===== config.mk =====
export PLATFORM = sky130hd
export DESIGN_NAME = usb_turnaround_watch
export DESIGN_NICKNAME = d
export VERILOG_FILES = /design/src/rtl/uta_pkg.sv /design/src/rtl/uta_line_tracker.sv /design/src/rtl/uta_bit_counter.sv /design/src/rtl/uta_ctrl.sv /design/src/rtl/usb_turnaround_watch.sv
export SDC_FILE = /design/constraint.sdc
export NUM_CORES = 1
export LEC_CHECK = 0
export BUFFER_PORTS_ARGS = -buffer_cell sky130_fd_sc_hd__buf_2
export CORE_AREA = 3 3 40 42
export CTS_CLUSTER_SIZE = 20
export DETAILED_ROUTE_END_ITERATION = 10
export DIE_AREA = 0 0 43 45
export PLACE_DENSITY_LB_ADDON = 0.12
export REMOVE_ABC_BUFFERS = 1
export SYNTH_ARGS = -nofsm -noshare
export SYNTH_HDL_FRONTEND = slang
export SYNTH_HIERARCHICAL = 1
export SYNTH_SLANG_ARGS = --single-unit

===== constraint.sdc =====
create_clock -name clk -period 2.42 [get_ports clk]
set_clock_uncertainty 0.05 [all_clocks]
set_input_delay 0.121 -clock clk [delete_from_list [all_inputs] [get_ports clk]]
set_output_delay 0.121 -clock clk [all_outputs]
set_load 0.02 [all_outputs]

===== src/rtl/uta_pkg.sv =====
package uta_pkg;

  typedef enum logic [1:0] {
    LS_SE0 = 2'b00,
    LS_J   = 2'b01,
    LS_K   = 2'b10,
    LS_BAD = 2'b11
  } line_code_e;

  typedef enum logic [1:0] {
    ST_OFF      = 2'b00,
    ST_WAIT_SE0 = 2'b01,
    ST_WAIT_J   = 2'b10,
    ST_COUNT    = 2'b11
  } watch_state_e;

endpackage


===== src/rtl/uta_line_tracker.sv =====
module uta_line_tracker
  import uta_pkg::*;
(
  input  logic       clk,
  input  logic       rst,
  input  logic [1:0] line_state,
  output logic       is_se0,
  output logic       is_j,
  output logic       k_after_j
);

  logic [1:0] line_q;

  always_ff @(posedge clk) begin
    if (rst) line_q <= LS_SE0;
    else     line_q <= line_state;
  end

  assign is_se0    = (line_state == LS_SE0);
  assign is_j      = (line_state == LS_J);
  assign k_after_j = (line_q == LS_J) && (line_state == LS_K);

endmodule


===== src/rtl/uta_bit_counter.sv =====
module uta_bit_counter #(
  parameter int LIMIT = 17,
  localparam int CW = $clog2(LIMIT + 1)
) (
  input  logic clk,
  input  logic rst,
  input  logic clr,
  input  logic inc,
  output logic last
);

  logic [CW-1:0] cnt;

  assign last = (cnt == CW'(LIMIT - 1));

  always_ff @(posedge clk) begin
    if (rst || clr)  cnt <= '0;
    else if (inc)    cnt <= last ? '0 : cnt + 1'b1;
  end

  a_r3_count_bounded: assert property (@(posedge clk) disable iff (rst)
    cnt < CW'(LIMIT));

  a_r3_hold_without_tick: assert property (@(posedge clk) disable iff (rst)
    (!inc && !clr) |=> $stable(cnt));

endmodule


===== src/rtl/uta_ctrl.sv =====
module uta_ctrl
  import uta_pkg::*;
(
  input  logic clk,
  input  logic rst,
  input  logic arm,
  input  logic bit_en,
  input  logic is_se0,
  input  logic is_j,
  input  logic k_after_j,
  input  logic last,
  output logic cnt_clr,
  output logic cnt_inc,
  output logic sop_seen,
  output logic ta_timeout
);

  watch_state_e state, state_n;
  logic sop_n, to_n;

  always_comb begin
    state_n = state;
    sop_n   = 1'b0;
    to_n    = ta_timeout;
    cnt_clr = 1'b0;
    cnt_inc = 1'b0;
    if (arm) begin
      state_n = ST_WAIT_SE0;
      to_n    = 1'b0;
      cnt_clr = 1'b1;
    end else begin
      unique case (state)
        ST_OFF: ;
        ST_WAIT_SE0: if (is_se0) state_n = ST_WAIT_J;
        ST_WAIT_J: begin
          if (is_j) begin
            state_n = ST_COUNT;
            cnt_clr = 1'b1;
          end
        end
        ST_COUNT: begin
          if (is_se0) begin
            state_n = ST_WAIT_J;
          end else if (k_after_j) begin
            sop_n   = 1'b1;
            state_n = ST_OFF;
          end else if (bit_en) begin
            cnt_inc = 1'b1;
            if (last) begin
              to_n    = 1'b1;
              state_n = ST_OFF;
            end
          end
        end
        default: state_n = ST_OFF;
      endcase
    end
  end

  always_ff @(posedge clk) begin
    if (rst) begin
      state      <= ST_OFF;
      sop_seen   <= 1'b0;
      ta_timeout <= 1'b0;
    end else begin
      state      <= state_n;
      sop_seen   <= sop_n;
      ta_timeout <= to_n;
    end
  end

  a_r6_one_outcome: assert property (@(posedge clk) disable iff (rst)
    !(sop_seen && ta_timeout));

  a_r4_sop_single_cycle: assert property (@(posedge clk) disable iff (rst)
    sop_seen |=> !sop_seen);

  a_r7_arm_clears_flag: assert property (@(posedge clk) disable iff (rst)
    arm |=> !ta_timeout);

  a_r3_timeout_on_tick: assert property (@(posedge clk) disable iff (rst)
    $rose(ta_timeout) |-> $past(bit_en));

  a_r6_silent_when_off: assert property (@(posedge clk) disable iff (rst)
    (state == ST_OFF && !arm) |=> (!sop_seen && $stable(ta_timeout)));

endmodule


===== src/rtl/usb_turnaround_watch.sv =====
module usb_turnaround_watch #(
  parameter int TA_LIMIT = 17
) (
  input  logic       clk,
  input  logic       rst,
  input  logic       arm,
  input  logic       bit_en,
  input  logic [1:0] line_state,
  output logic       sop_seen,
  output logic       ta_timeout
);

  generate
    if (TA_LIMIT < 16 || TA_LIMIT > 18) begin : g_bad_limit
      $error("TA_LIMIT must lie between 16 and 18");
    end
  endgenerate

  logic is_se0, is_j, k_after_j, last, cnt_clr, cnt_inc;

  uta_line_tracker u_line (
    .clk        (clk),
    .rst        (rst),
    .line_state (line_state),
    .is_se0     (is_se0),
    .is_j       (is_j),
    .k_after_j  (k_after_j)
  );

  uta_bit_counter #(.LIMIT(TA_LIMIT)) u_cnt (
    .clk  (clk),
    .rst  (rst),
    .clr  (cnt_clr),
    .inc  (cnt_inc),
    .last (last)
  );

  uta_ctrl u_ctrl (
    .clk        (clk),
    .rst        (rst),
    .arm        (arm),
    .bit_en     (bit_en),
    .is_se0     (is_se0),
    .is_j       (is_j),
    .k_after_j  (k_after_j),
    .last       (last),
    .cnt_clr    (cnt_clr),
    .cnt_inc    (cnt_inc),
    .sop_seen   (sop_seen),
    .ta_timeout (ta_timeout)
  );

endmodule


==> results by group <==
Run status
  – Status: complete, no violations

Setup path
  – Flop2flop setup slack: 0.32 ns
  – Worst setup SP type: flop
  – Reg2reg path depth: 6
  – Element type at the critical path end: flop
  – Reg-to-Reg End: u_cnt/cnt[0]
  – CP Launch Point: u_ctrl/state[0]
  – Req. time, crit path: 2.55 ns
  – WP data arrival: 2.23 ns
  – Max FO, Critical Path: 7
  – Critical Path End: u_cnt/cnt[0]
  – Worst reg2reg path startpoint: u_ctrl/state[0]
  – WS Path Type: reg2reg

Place
  – Placer Congestion: 0.764
  – PortBufs: 7
  – Final HPWL DP: 862 um

Power
  – PD cells: 531 nW/um^2
  – Leakage: 0.264 nW
  – Peak VDD IR: 274 uV

Global routing
  – Met1 Use GR: 0.170
  – Initial antenna violation count: 0
  – Vias in the first global route: 453
  – First-pass GRT wire length: 1880 um
  – Total grt overflow: 0
  – Largest net degree at the start of global routing: 8
  – Busiest layer in global routing: met2
  – GRT Resource Usage Total: 0.130
  – Met2 GRT Util: 0.198
  – GR met3 Demand/Resource: 0.0558

Route
  – Final ANT Viol Nets: 0
  – Routed WL per cell: 11.7 um
  – Vias per inst: 5.36
  – DRC viols: 0
  – Initial DRC Count: 8
  – Final WL: 1080 um
  – Total number of vias: 493
  – Pre-antenna DRT Iters: 4

Synthesis
  – Post-Syn Instances: 67
  – Syn. warnings: 6
  – Netlist cell types: 31
  – Flip-flop and latch count after synthesis: 11
  – Cell area after synthesis: 616 sq um
  – Number of flops mapped to enable cells by yosys: 0
  – Main synth FF type: dfxtp_1
  – Sequential element share of the synthesized area: 0.358
  – Async SR Flop Fraction: 0
  – Avg Cell Area, Syn: 9.19 sq um

Timing
  – Max-slew headroom: 0.719
  – WHS: 0.0536 ns
  – Fin crit share: 0.869
  – Worst-Margin Slew: 0.421 ns
  – RSZ-0062 raised after global routing: no
  – Final setup fails: 0
  – Fmax: 476 MHz
  – Setup TNS: 0 ns
  – Min Tclk post-route: 2.10 ns
  – Final Hold Viols: 0
  – Fin. max-slew vios: 0

Layout
  – Area Overhead vs Synth: 12.4%
  – Antenna diode count: 0
  – Share of post-route cells with drive strength above 1: 0.195
  – Layout Nets: 89

Floorplan
  – Cell Rows: 13
  – Die span in x: 43 um
  – I/O pin count: 8
  – Starting density of the core: 0.479
  – Die height: 45 um
  – CORE AREA: 1280 sq um
  – Full die area: 1940 sq um

Clocking
  – Root Driver: clkbuf_4
  – CTS Buf Count: 3
  – CTS tree: yes
  – Clk_lat worst skew: 0.26 ns
  – CTS HTree Levels: 1
  – Clock Sinks: 11
  – Post-CTS sizing: 0
  – Post-CTS setup buffers: 0
  – Cts hold-fix bufs: 0
  – Clock Pin Slew Worst Setup and Hold Paths: 0.07 ns
  – Max Root-Sink Buffers: 2

Min path
  – HP Class: in2reg

Flow run
  – Maxcap violations: 0
-- stage by stage --
stage                     setup slack, ns  cells   util  area (sq um)  total power, mW
after CTS                           0.301     92  0.538           692            0.375
after detailed placement            0.324     88  0.518           666            0.251
final                               0.318     92  0.538           692            0.368
after global routing               0.0368     92  0.538           692            0.390
after floorplan                     0.507     66      -           612            0.235
after global placement              0.360     88  0.518           666            0.251
-- cell usage in the layout (no fill, tap or decap), types with 2 or more instances in the layout --
master	netlist	routed
dfxtp_1	11	11
inv_1	6	6
a211oi_2	2	2
nor4_1	2	2
nor2b_1	5	5
buf_2	0	7
nor2_1	6	6
ha_1	5	5
nor3b_1	2	2
nor3_1	2	2
nand2_1	2	2
clkbuf_4	0	3
a21oi_1	4	4
-- Yosys cell counts (2+ instances only) --
cell	instances	share of area
nor4_1	2	0.020
nor3_1	2	0.016
a21oi_1	4	0.033
nor3b_1	2	0.024
nor2b_1	5	0.051
nor2_1	6	0.037
nand2_1	2	0.012
dfxtp_1	11	0.36
ha_1	5	0.10
a211oi_2	2	0.041
inv_1	6	0.037
-- layer usage --
metal,wire length [um],up-vias
li1,-,266
met1,553,216
met2,443,9
met3,69,2
met4,12,0
met5,0,-
-- report_power, final --
| group | internal [mW] | switching, mW |
|---|---|---|
| combinational | 0.0255 | 0.0305 |
| clock | 0.0638 | 0.0575 |
| sequential | 0.186 | 0.00399 |
-- worst min-delay path by stage --
stage | from | end | slack, ns | cells past startpoint
after CTS | line_state[0] | u_line/line_q[0] | 0.05 | 2
after global routing | rst | u_ctrl/state[0] | 0.06 | 2
after global placement | line_state[0] | u_line/line_q[0] | 0.33 | 2
after detailed placement | line_state[0] | u_line/line_q[0] | 0.33 | 2
final | line_state[0] | u_line/line_q[0] | 0.05 | 2
after floorplan | rst | u_ctrl/state[0] | 0.14 | 1
-- sequential cells by signal (all words and copies together) (netlist names) --
signal	count
u_cnt/cnt	5
u_ctrl/state	2
u_line/line_q	2
u_ctrl/sop_seen	1
u_ctrl/ta_timeout	1
-- final cells by class --
type / count / area, sq um
clock buffer: 4 / 26.3
sequential: 11 / 220
fill: 127 / 593
multi-input combinational: 49 / 369
inverter: 6 / 22.5
tap: 15 / 18.8
timing repair buffer: 7 / 35.0
-- kinds of logic after synthesis --
| kind of cell | after synthesis | share of synthesized area |
|---|---|---|
| flip-flops | 11 | 0.358 |
| multiplexers | 1 | 0.0163 |
| AND/OR/NAND/NOR | 28 | 0.280 |
| XOR/XNOR | 1 | 0.0142 |
| AO/OA/AOI/OAI | 14 | 0.187 |
| buffers and inverters | 7 | 0.0427 |
| adder cells (fa/ha/maj) | 5 | 0.102 |
-- critical path, cell delays in order (launching register included) --
cell	delay, ns
dfxtp_1	0.38
ha_1	0.27
nand2b_1	0.12
nor3b_1	0.25
nor2b_1	0.41
or4b_1	0.47
o31ai_1	0.07
Note: power is estimated with default switching activity, not from simulation.
